==> src/rtl/iack_pkg.sv <==
package iack_pkg;
  typedef enum logic [1:0] {
    ACK_IDLE  = 2'd0,
    ACK_EMPTY = 2'd1,
    ACK_SPUR  = 2'd2,
    ACK_VALID = 2'd3
  } ack_kind_e;
endpackage

==> src/rtl/iack_pick.sv <==
module iack_pick #(
  parameter int N  = 8,
  parameter int PW = 5,
  localparam int IW = (N > 1) ? $clog2(N) : 1
) (
  input  logic [N-1:0]    mask_i,
  input  logic [N*PW-1:0] prio_i,
  output logic            found_o,
  output logic [IW-1:0]   idx_o,
  output logic [PW-1:0]   max_o
);
  // ascending scan, strict compare: lowest index keeps a tie
  always_comb begin
    found_o = 1'b0;
    idx_o   = '0;
    max_o   = '0;
    for (int k = 0; k < N; k++) begin
      if (mask_i[k] && (!found_o || prio_i[k*PW +: PW] > max_o)) begin
        found_o = 1'b1;
        idx_o   = IW'(k);
        max_o   = prio_i[k*PW +: PW];
      end
    end
  end
endmodule

==> src/rtl/iack_regs.sv <==
module iack_regs #(
  parameter int TW = 4,
  parameter int VW = 8
) (
  input  logic          clk_i,
  input  logic          rst_ni,
  input  logic          tpr_we_i,
  input  logic [TW-1:0] tpr_i,
  input  logic          spv_we_i,
  input  logic [VW-1:0] spv_i,
  output logic [TW-1:0] tpr_o,
  output logic [VW-1:0] spv_o
);
  always_ff @(posedge clk_i or negedge rst_ni) begin
    if (!rst_ni) begin
      tpr_o <= '1;
      spv_o <= '1;
    end else begin
      if (tpr_we_i) tpr_o <= tpr_i;
      if (spv_we_i) spv_o <= spv_i;
    end
  end
endmodule

==> src/rtl/iack_unit.sv <==
module iack_unit
  import iack_pkg::*;
#(
  parameter int N_SRC  = 8,
  parameter int PRIO_W = 5,
  parameter int VEC_W  = 8,
  parameter int TPR_W  = 4,
  localparam int IW = (N_SRC > 1) ? $clog2(N_SRC) : 1
) (
  input  logic                    clk_i,
  input  logic                    rst_ni,
  input  logic [N_SRC-1:0]        raise_i,
  input  logic [N_SRC-1:0]        drop_i,
  input  logic [N_SRC-1:0]        level_i,
  input  logic [N_SRC*PRIO_W-1:0] prio_i,
  input  logic [N_SRC*VEC_W-1:0]  vec_i,
  input  logic                    tpr_we_i,
  input  logic [TPR_W-1:0]        tpr_i,
  input  logic                    spv_we_i,
  input  logic [VEC_W-1:0]        spv_i,
  input  logic                    ack_i,
  input  logic                    eoi_i,
  output logic                    irq_o,
  output logic [VEC_W-1:0]        ack_vec_o,
  output logic [TPR_W-1:0]        tpr_o,
  output logic [N_SRC-1:0]        pend_o,
  output logic [N_SRC-1:0]        serv_o,
  output logic [N_SRC-1:0]        act_o
);
  initial begin
    if (PRIO_W < TPR_W) $error("PRIO_W must cover TPR_W");
  end

  logic [N_SRC-1:0] pend_q, serv_q, act_q;
  logic [N_SRC-1:0] pend_d, serv_d, act_d;
  logic             irq_q, irq_d, recomp_q, recomp_d;
  logic [VEC_W-1:0] spv;
  logic [PRIO_W-1:0] tpr_x;

  logic              rp_found, sp_found;
  logic [IW-1:0]     rp_idx, sp_idx;
  logic [PRIO_W-1:0] rp_max, sp_max;

  iack_regs #(.TW(TPR_W), .VW(VEC_W)) u_regs (
    .clk_i    (clk_i),
    .rst_ni   (rst_ni),
    .tpr_we_i (tpr_we_i),
    .tpr_i    (tpr_i),
    .spv_we_i (spv_we_i),
    .spv_i    (spv_i),
    .tpr_o    (tpr_o),
    .spv_o    (spv)
  );

  iack_pick #(.N(N_SRC), .PW(PRIO_W)) u_pick_pend (
    .mask_i (pend_q), .prio_i (prio_i),
    .found_o(rp_found), .idx_o(rp_idx), .max_o(rp_max)
  );

  iack_pick #(.N(N_SRC), .PW(PRIO_W)) u_pick_serv (
    .mask_i (serv_q), .prio_i (prio_i),
    .found_o(sp_found), .idx_o(sp_idx), .max_o(sp_max)
  );

  assign tpr_x = PRIO_W'(tpr_o);

  // per-source acceptance
  logic [N_SRC-1:0] accept, beats;
  for (genvar g = 0; g < N_SRC; g++) begin : g_src
    logic [PRIO_W-1:0] p;
    assign p         = prio_i[g*PRIO_W +: PRIO_W];
    assign accept[g] = raise_i[g] && !pend_q[g] && !act_q[g] && (p > tpr_x);
    assign beats[g]  = !rp_found || (p > rp_max);


    low_prio_drop_chk: assert property (@(posedge clk_i) disable iff (!rst_ni)
      (raise_i[g] && !pend_q[g] && (p <= tpr_x)) |=> !pend_q[g]);
  end

  logic acc_hi;
  assign acc_hi = |(accept & beats);

  // acknowledge decision
  ack_kind_e         kind;
  logic [PRIO_W-1:0] sel_prio;
  always_comb begin
    sel_prio = prio_i[rp_idx*PRIO_W +: PRIO_W];
    if (!ack_i)                                  kind = ACK_IDLE;
    else if (!rp_found)                          kind = ACK_EMPTY;
    else if (!act_q[rp_idx] || sel_prio <= tpr_x) kind = ACK_SPUR;
    else                                         kind = ACK_VALID;
  end

  assign ack_vec_o = (kind == ACK_VALID) ? vec_i[rp_idx*VEC_W +: VEC_W] : spv;

  logic ack_taken, eoi_taken;
  assign ack_taken = (kind == ACK_SPUR) || (kind == ACK_VALID);
  assign eoi_taken = eoi_i && sp_found;

  always_comb begin
    pend_d = pend_q | accept;
    serv_d = serv_q;
    act_d  = (act_q | accept) & ~(drop_i & level_i);
    if (ack_taken) pend_d[rp_idx] = 1'b0;
    if (eoi_taken) serv_d[sp_idx] = 1'b0;
    if (kind == ACK_VALID) begin
      serv_d[rp_idx] = 1'b1;
      if (!level_i[rp_idx]) act_d[rp_idx] = 1'b0;
    end
    if (kind == ACK_SPUR) act_d[rp_idx] = 1'b0;
  end

  assign recomp_d = ack_taken || eoi_taken;

  always_comb begin
    if (ack_taken)     irq_d = 1'b0;
    else if (recomp_q) irq_d = (rp_found && (!sp_found || rp_max > sp_max)) || acc_hi;
    else               irq_d = irq_q || acc_hi;
  end

  always_ff @(posedge clk_i or negedge rst_ni) begin
    if (!rst_ni) begin
      pend_q   <= '0;
      serv_q   <= '0;
      act_q    <= '0;
      irq_q    <= 1'b0;
      recomp_q <= 1'b0;
    end else begin
      pend_q   <= pend_d;
      serv_q   <= serv_d;
      act_q    <= act_d;
      irq_q    <= irq_d;
      recomp_q <= recomp_d;
    end
  end

  assign irq_o  = irq_q;
  assign pend_o = pend_q;
  assign serv_o = serv_q;
  assign act_o  = act_q;


  empty_ack_spur_chk: assert property (@(posedge clk_i) disable iff (!rst_ni)
    (ack_i && pend_q == '0) |-> (ack_vec_o == spv));


  ack_drops_irq_chk: assert property (@(posedge clk_i) disable iff (!rst_ni)
    (ack_i && pend_q != '0) |=> !irq_o);


  empty_eoi_chk: assert property (@(posedge clk_i) disable iff (!rst_ni)
    (eoi_i && !ack_i && serv_q == '0) |=> (serv_q == '0));


  eoi_one_chk: assert property (@(posedge clk_i) disable iff (!rst_ni)
    (eoi_i && !ack_i && serv_q != '0) |=>
      ($countones(serv_q) == $countones($past(serv_q)) - 1));
endmodule

==> config.mk <==
export PLATFORM = sky130hd
export DESIGN_NAME = iack_unit
export DESIGN_NICKNAME = d
export VERILOG_FILES = /design/src/rtl/iack_pkg.sv /design/src/rtl/iack_pick.sv /design/src/rtl/iack_regs.sv /design/src/rtl/iack_unit.sv
export SDC_FILE = /design/constraint.sdc
export NUM_CORES = 1
export LEC_CHECK = 0
export ABC_AREA = 1
export BUFFER_PORTS_ARGS = -buffer_cell sky130_fd_sc_hd__buf_2
export CORE_MARGIN = 1
export CORE_UTILIZATION = 44
export CTS_CLUSTER_SIZE = 25
export DETAILED_ROUTE_END_ITERATION = 10
export PLACE_DENSITY_LB_ADDON = 0.12
export REMOVE_ABC_BUFFERS = 1
export SLEW_MARGIN = 25
export SYNTH_ARGS = -nofsm -noshare
export SYNTH_HDL_FRONTEND = slang
export SYNTH_SLANG_ARGS = --single-unit
==> constraint.sdc <==
create_clock -name clk_i -period 11.5 [get_ports clk_i]
set_clock_uncertainty 0.15 [all_clocks]
set_input_delay 0.575 -clock clk_i [delete_from_list [all_inputs] [get_ports clk_i]]
set_output_delay 0.575 -clock clk_i [all_outputs]
set_load 0.03 [all_outputs]
==> run_results.csv, run 1 <==
group,metric,value,unit
global_routing,grt_pass1_wl,42980,um
critical_path,cp_slowest_cell,"dfrtp_2",
synthesis,ys_seq_area_share,13.00,%
finish,num-fill-cells,1574,
routing,first_pass_iters,6,
synthesis,synth_cells,1130,
finish,drive_gt1_share,33.33,%
synthesis,synth_adder_area_share,25.43,%
clocking,cts_buffers,5,
critical_path,worstSetupEndpointType,"output port",
clocking,cts_max_level,2,
timing,finalWorstSetupSlack,0.3388,ns
routing,drt-total-wl,28550,um
synthesis,synth_most_common_cell,"nand2_1",
synthesis,synth-xor-area-share,0,%
global_routing,antenna_found_initial,0,
critical_path,reg2reg_depth,80,
synthesis,syn-cell-area,7430,um2
routing,vias_per_cell,5.540,
synthesis,synth-simple-area-share,31.05,%
placed_design,place_congestion,0.9392,
clocking,clkSinkCount,38,
synthesis,syn_avg_cell_area,6.575,um2
finish,fin_nets,1685,
routing,num_vias,8914,
clocking,clkTransAtPathRegs,0.06,ns
critical_path,cpPeakStageDelay,0.48,ns
global_routing,grt_max_degree,39,
critical_path,crit_path_start_kind,"register",
routing,dr.first_iter.drc_count,649,
finish,seqCellArea,968.4,um2
global_routing,grt.overflow.total,0,
synthesis,async_flop_share,100.0,%
timing,worstMarginPinSlew,0.5858,ns
floorplanning,design.portCount,183,
synthesis,synth-compound-area-share,21.93,%
critical_path,crit_fanout,8,
routing,wire_per_inst,17.75,um
global_routing,grtUsageTotal,31.44,%
synthesis,post-synth-top-area-fraction,25.43,%
synthesis,synth_top_area_cell,"ha_1",
synthesis,yosys-mux-area-fraction,0.5894,%
finish,multi_input_area,6528,um2
clocking,clk_path_buf_depth,2,
timing,maxSlewHeadroom,60.59,%
floorplanning,die-area,17410,um2
clocking,cts_hold_buffers,0,
job,maxCapViolCount,0,
timing,hold_violations,0,
finish,areaGrowthSynthToFinish,35.75,%
timing,fin_tns_setup,0,ns
routing,ant_nets,0,
clocking,cts_root_buf,"clkbuf_16",
worst_hold_path,hold_class,"input pin to async pin",
clocking,cts_tree,"yes",
floorplanning,initial_core_util,44.96,%
placed_design,io_buffer_count,182,
floorplanning,die_h,131.9,um
finish,diodes,0,
synthesis,synth_cell_types,50,
synthesis,synth_common_cells,"nand2_1, ha_1, inv_1, o21ai_0, nand3_1",
timing,drv_slew,0,
synthesis,yosysWarningCount,0,
timing,fin_crit,11.16,ns
placed_design,pre_cts_ws,-0.2921,ns
floorplanning,fp-row-count,47,
clocking,clkLatencyLatePin,0.30,ns
synthesis,synth_edf_count,0,
timing,finalCritPeriodShare,97.05,%
floorplanning,die_w,131.9,um
timing,setup_violations,0,
timing,max_freq,89.60,MHz
timing,rsz0062_at_grt,"true",
synthesis,synth_top_family_by_area,"simple AND/OR/NAND/NOR gates",
critical_path,cp.arrival,10.44,ns
floorplanning,core-area,16520,um2
outcome,status,"completed",
routing,drc,0,
global_routing,grt_pass1_vias,8218,
synthesis,synth.area.top_cells,"ha_1, nand2_1, dfrtp_1",
synthesis,synth_ff_type,"dfrtp_1",
critical_path,cp_data_required_time,10.78,ns
placed_design,dp_hpwl,22260,um
synthesis,ys_ff_latch,38,
critical_path,critical_path_class,"register to output port",
==> layer usage <==
metal | share of wire [%] | global-route usage (%) | vias to the layer above
li1 | - | - | 4415
met1 | 42 | 40.49 | 4046
met2 | 47 | 53.76 | 402
met3 | 8.4 | 4.498 | 51
met4 | 2.3 | 10.27 | 0
met5 | 0 | 0 | -
==> cells by family (layout without fill, tap and decap cells) <==
group	Yosys count	in the layout
multiplexers	4	4
AO/OA/AOI/OAI	273	273
flip-flops	38	38
adder cells (fa/ha/maj)	151	151
buffers and inverters	147	401
AND/OR/NAND/NOR	517	522
==> what timing repair did <==
action | CTS | global route
setup endpoints to repair | 8 | 25
pin swaps | 3 | 85
resized for setup | 16 | 164
gates cloned | 0 | 5
setup buffers | 3 | 45
==> metrics by stage <==
stage | hold WS (ns) | util [%] | cell area (um2) | instances
finish | 0.1132 | 61.04 | 10090 | 1609
global route | 0.1515 | 61.04 | 10090 | 1609
CTS | 0.3171 | 54.77 | 9050 | 1559
detailed placement | 0.3574 | 53.12 | 8777 | 1548
global placement | 0.3572 | 53.12 | 8777 | 1548
floorplan | 0.1294 | - | 7313 | 1109
==> area by class of cell <==
| cell class | count | area share [%] |
|---|---|---|
| clock inverter | 2 | 0.5955 |
| tap | 220 | 2.729 |
| clock buffer | 6 | 1.377 |
| sequential | 38 | 9.602 |
| multi-input combinational | 950 | 64.72 |
| inverter | 126 | 4.975 |
| timing repair buffer | 267 | 16.00 |
==> sequential cells by signal, summed over array words and instances, names as in the netlist <==
signal        flops
act_o             8
irq_o             1
pend_o            8
recomp_q          1
serv_o            8
u_regs.spv_o      8
u_regs.tpr_o      4
==> cell usage in the layout (no fill, tap or decap), drive strengths merged, types with 11 or more instances in the layout <==
cell type  netlist  routed
nand2          327     332
ha             151     151
nand3           74      74
dfrtp           26      26
nand4           14      14
o21ai          111     111
a21oi           68      68
o211ai          11      11
nor2            70      70
buf             11     265
a21o            13      13
dfstp           12      12
inv            125     124
o21bai          14      14
o22ai           26      26
nor3            13      13
==> worst max-delay path, delay by kind of cell, from the launching register on <==
| family | cells | cell delay (ns) |
|---|---|---|
| flops | 1 | 0.48 |
| buf+inv | 7 | 0.66 |
| simple gates | 51 | 4.55 |
| fa+ha+maj | 8 | 2.27 |
| compound gates | 18 | 2.18 |
==> final timing paths <==
| path | from | end | slack (ns) |
|---|---|---|---|
| max in group asynchronous | rst_ni | serv_o[0] | 10.68 |
| min | rst_ni | act_o[1] | 0.11 |
| min in group clk_i | spv_i[7] | u_regs.spv_o[7] | 0.33 |
| min reg2reg | u_regs.spv_o[7] | u_regs.spv_o[7] | 0.36 |
| max | pend_o[0] | ack_vec_o[4] | 0.34 |
| max reg2reg | pend_o[0] | irq_o | 1.06 |
Power of run 1 is not shown: default switching activity piles up to over one toggle a cycle in this logic, so the estimate is an artifact.
==> run 2, diff against run 1 <==
- CELL_PAD_IN_SITES_DETAIL_PLACEMENT: not set -> 0
- CELL_PAD_IN_SITES_GLOBAL_PLACEMENT: not set -> 2
- CORE_UTILIZATION: 44 -> 27
==> run 2 against run 1 <==
- fmax barely moved
- worst setup slack improved by 0.0048 ns
- global-route usage is 7.6 points lower
- critical path depth increased by 4
- routed wire length is 18% higher
- flip-flop and latch count is the same
- highest routed layer unchanged
- die area is 62% higher
- clock-buffer cell count up 1
==> run_results.csv, run 2 (same netlist as run 1, synthesis figures left out) <==
group,metric,value,unit
timing,worstMarginPinSlew,0.5831,ns
timing,rsz0062_at_grt,"true",
clocking,clkSinkCount,38,
timing,finalWorstSetupSlack,0.3436,ns
floorplanning,core-area,26950,um2
finish,areaGrowthSynthToFinish,41.95,%
routing,drt-total-wl,33730,um
critical_path,cp_slowest_cell,"dfrtp_2",
floorplanning,initial_core_util,27.57,%
placed_design,place_area,9399,um2
placed_design,place_congestion,0.8473,
critical_path,cpPeakStageDelay,0.49,ns
critical_path,crit_path_frequent_cell,"nand2_1",
critical_path,critical_path_class,"register to output port",
critical_path,reg2reg_depth,88,
finish,drive_gt1_share,34.94,%
floorplanning,fp-row-count,60,
critical_path,crit_fanout,8,
clocking,clk_path_buf_depth,2,
floorplanning,die_w,167.9,um
clocking,cts_tree,"yes",
floorplanning,design.portCount,183,
routing,vias_per_cell,4.981,
placed_design,pre_cts_ws,-0.2886,ns
worst_hold_path,hold_class,"input pin to async pin",
clocking,cts_buffers,5,
global_routing,grt_max_degree,39,
routing,drc,0,
routing,routed-wl-met2,15960,um
critical_path,worstSetupEndpointType,"output port",
clocking,clkTransAtPathRegs,0.08,ns
critical_path,cp.arrival,10.43,ns
critical_path,cp_data_required_time,10.78,ns
finish,final_cell_mix,"nand2_1, buf_2, ha_1",
floorplanning,die-area,28180,um2
clocking,cts_max_level,2,
routing,met1Wirelength,15650,um
finish,final_area,10550,um2
placed_design,io_buffer_count,182,
placed_design,dp_hpwl,27730,um
timing,drv_slew,0,
routing,met3_length,1765,um
critical_path,crit_path_start_kind,"register",
global_routing,grtUsageTotal,23.84,%
job,maxCapViolCount,0,
timing,maxSlewHeadroom,61.12,%
timing,fin_crit,11.16,ns
global_routing,grt_pass1_wl,50890,um
timing,setup_violations,0,
global_routing,grt_pass1_vias,8706,
finish,final_util,39.13,%
global_routing,antenna_found_initial,0,
outcome,status,"completed",
routing,ant_nets,0,
timing,hold_violations,0,
global_routing,grt.overflow.total,0,
finish,num-fill-cells,2917,
floorplanning,die_h,167.9,um
routing,num_vias,8816,
routing,wire_per_inst,19.06,um
clocking,clkLatencyLatePin,0.31,ns
finish,fin_nets,1724,
routing,dr.first_iter.drc_count,395,
routing,first_pass_iters,5,
routing,top_layer_used,"met4",
finish,mostFrequentLayoutCell,"nand2_1",
timing,finalCritPeriodShare,97.01,%
clocking,cts_root_buf,"clkbuf_16",
timing,max_freq,89.64,MHz
timing,fin_tns_setup,0,ns
run 2: per-stage QoR:
stage	instances	hold slack, ns
floorplan	1109	0.1294
global placement	1730	0.3598
detailed placement	1730	0.3583
CTS	1738	0.3137
global route	1769	0.1522
finish	1770	0.1158
run 2: final cells by class:
cell class              count  area [um2]  area share [%]
diodes                      1       2.502         0.02373
inverters                 126       494.2           4.686
well taps                 341       426.7           4.046
multi-input cells         948        6514           61.76
flip-flops and latches     38       968.4           9.183
clock inverters             1       8.758         0.08305
repair inverters            1       8.758         0.08305
clock buffers               7       175.2           1.661
repair buffers            307        1948           18.47
run 2: metal layers:
layer	GRT usage [%]	vias to the layer above
li1	-	4508
met1	31.31	4039
met2	41.58	245
met3	3.526	24
met4	3.989	0
met5	0	-
run 2: critical path: cells and delay by family (launching register included):
| family | cells | cell delay (ns) |
|---|---|---|
| simple gates | 54 | 4.54 |
| fa+ha+maj | 8 | 2.21 |
| flops | 1 | 0.49 |
| buf+inv | 8 | 0.88 |
| compound gates | 18 | 1.96 |
run 2: path summary, 6_finish.rpt:
kind | endpoint | from | slack, ns
min in group clk_i | u_regs.tpr_o[1] | tpr_i[1] | 0.32
setup reg to reg | act_o[0] | pend_o[0] | 1.01
setup / recovery | ack_vec_o[4] | pend_o[0] | 0.34
hold / removal | pend_o[2] | rst_ni | 0.12
max in group asynchronous | serv_o[0] | rst_ni | 10.65
hold reg to reg | u_regs.spv_o[1] | u_regs.spv_o[1] | 0.37
run 2: timing repair:
item | 4_1_cts | 5_1_grt
hold buffers | 0 | 0
endpoints found under the hold margin | 0 | 0
setup buffers | 0 | 27
cloned | 0 | 4
setup endpoints to repair | 8 | 25
gates resized for setup | 15 | 169
pin swaps | 2 | 76
Power of run 2 is left out for the same reason.
==> run 3, diff against run 2 <==
- CORE_ASPECT_RATIO: not set -> 1.2
==> run 3 against run 2 <==
- final area is 2.4% higher
- die area about the same
- via count rose by 0.91%
- register-to-register slack better by 0.09 ns
- utilization up 0.72 points
- fmax barely moved
- sequential share of layout area shrank 0.21 points
- cell count up 1.7%
- flip-flop and latch count unchanged
- largest cell class unchanged
==> run_results.csv, run 3 (same netlist as run 1, synthesis figures left out) <==
group,metric,value,unit
outcome,status,"completed",
placed_design,io_buffer_count,182,
timing,max_freq,89.60,MHz
clocking,cts_root_buf,"clkbuf_16",
clocking,cts_hold_buffers,0,
critical_path,cp.arrival,10.44,ns
critical_path,crit_path_frequent_cell,"nand2_2",
finish,drive_gt1_share,36.30,%
floorplanning,fp-row-count,66,
critical_path,cp_num_buf_inv,7,
critical_path,cpPeakStageDelay,0.47,ns
timing,rsz0062_at_grt,"true",
global_routing,grt.overflow.total,0,
placed_design,pre_cts_ws,-0.4447,ns
floorplanning,core-area,27090,um2
finish,areaGrowthSynthToFinish,45.30,%
floorplanning,die_w,153.4,um
routing,num_vias,8896,
placed_design,place_area,9653,um2
clocking,cts_max_level,2,
global_routing,grt_max_degree,39,
timing,worstMarginPinSlew,0.6096,ns
timing,drv_slew,0,
clocking,clk_path_buf_depth,2,
finish,final_cells,1800,
timing,whs,0.1169,ns
routing,drc,0,
routing,vias_per_cell,4.942,
finish,fin_nets,1756,
clocking,clkSinkCount,38,
global_routing,grt_pass1_vias,8694,
critical_path,worst_path_dominant_cell_family,"simple AND/OR/NAND/NOR gates",
critical_path,cp_slowest_cell,"dfrtp_2",
routing,dr.first_iter.drc_count,369,
timing,finalWorstSetupSlack,0.3398,ns
finish,diodes,0,
clocking,cts_tree,"yes",
critical_path,worstSetupEndpointType,"output port",
critical_path,crit_path_start_kind,"register",
critical_path,cp_data_required_time,10.78,ns
floorplanning,initial_core_util,27.43,%
routing,drt-total-wl,33650,um
global_routing,grt_pass1_wl,50610,um
timing,maxSlewHeadroom,59.32,%
routing,first_pass_iters,5,
placed_design,dp_hpwl,28020,um
floorplanning,die_h,183.7,um
global_routing,grtUsageTotal,23.69,%
floorplanning,die-area,28190,um2
placed_design,place_congestion,0.8489,
timing,finalCritPeriodShare,97.05,%
job,maxCapViolCount,0,
worst_hold_path,hold_class,"input pin to async pin",
critical_path,crit_fanout,12,
clocking,clkLatencyLatePin,0.29,ns
timing,hold_violations,0,
timing,setup_violations,0,
finish,mostFrequentLayoutCell,"nand2_1",
global_routing,antenna_found_initial,0,
finish,final_area,10800,um2
timing,fin_crit,11.16,ns
clocking,clkTransAtPathRegs,0.07,ns
clocking,cts_buffers,5,
critical_path,critical_path_class,"register to output port",
floorplanning,design.portCount,183,
routing,wire_per_inst,18.70,um
routing,ant_nets,0,
finish,final_cell_mix,"nand2_1, buf_2, buf_4",
placed_design,dp.cells,1763,
## run 3: cell type report
| type | instances | area (um2) |
|---|---|---|
| flip-flops and latches | 38 | 968.4 |
| repair buffers | 340 | 2188 |
| fillers | 2955 | 16290 |
| multi-input cells | 948 | 6539 |
| inverters | 126 | 490.5 |
| clock inverters | 1 | 8.758 |
| well taps | 340 | 425.4 |
| clock buffers | 7 | 175.2 |
## run 3: repair_timing
| action | CTS | global route |
|---|---|---|
| setup buffers | 0 | 26 |
| gates resized for setup | 30 | 145 |
| pin swaps | 2 | 73 |
| cloned | 0 | 3 |
| setup endpoints to repair | 8 | 25 |
## run 3: worst paths after layout
check | start | to | slack, ns | cells past startpoint
max | pend_o[0] | ack_vec_o[7] | 0.34 | 85
min | rst_ni | act_o[1] | 0.12 | 1
min reg2reg | u_regs.spv_o[1] | u_regs.spv_o[1] | 0.37 | 2
max in group asynchronous | rst_ni | serv_o[0] | 10.69 | 1
min in group clk_i | tpr_i[1] | u_regs.tpr_o[1] | 0.34 | 3
max reg2reg | serv_o[0] | irq_o | 1.10 | 75
## run 3: per-stage QoR
step                      setup TNS, ns  utilization, %
final                                 0           39.86
after global routing             -3.505           39.86
after CTS                      -0.03370           36.65
after detailed placement         -3.466           35.64
after global placement           -1.456           35.64
after floorplan                 -0.4384               -
## run 3: worst register-to-register path: cells and delay by family, from the launching register on
kind                       cells  cell delay [ns]
DFF                            1             0.43
buffers and inverters          9             0.75
adders and majority gates      8             2.32
and+or+nand+nor               30             3.23
AOI/OAI and AO/OA             27             3.27
muxes                          1             0.14
## run 3: metal layers
metal / global-route usage (%) / part of all wire, % / vias to the layer above
met1: 29.96 / 45 / 4095
met5: 0 / 0 / -
met4: 4.640 / 1.4 / 0
met2: 43.51 / 50 / 222
met3: 2.263 / 3.4 / 25
li1: - / - / 4554
Power of run 3 is left out for the same reason.
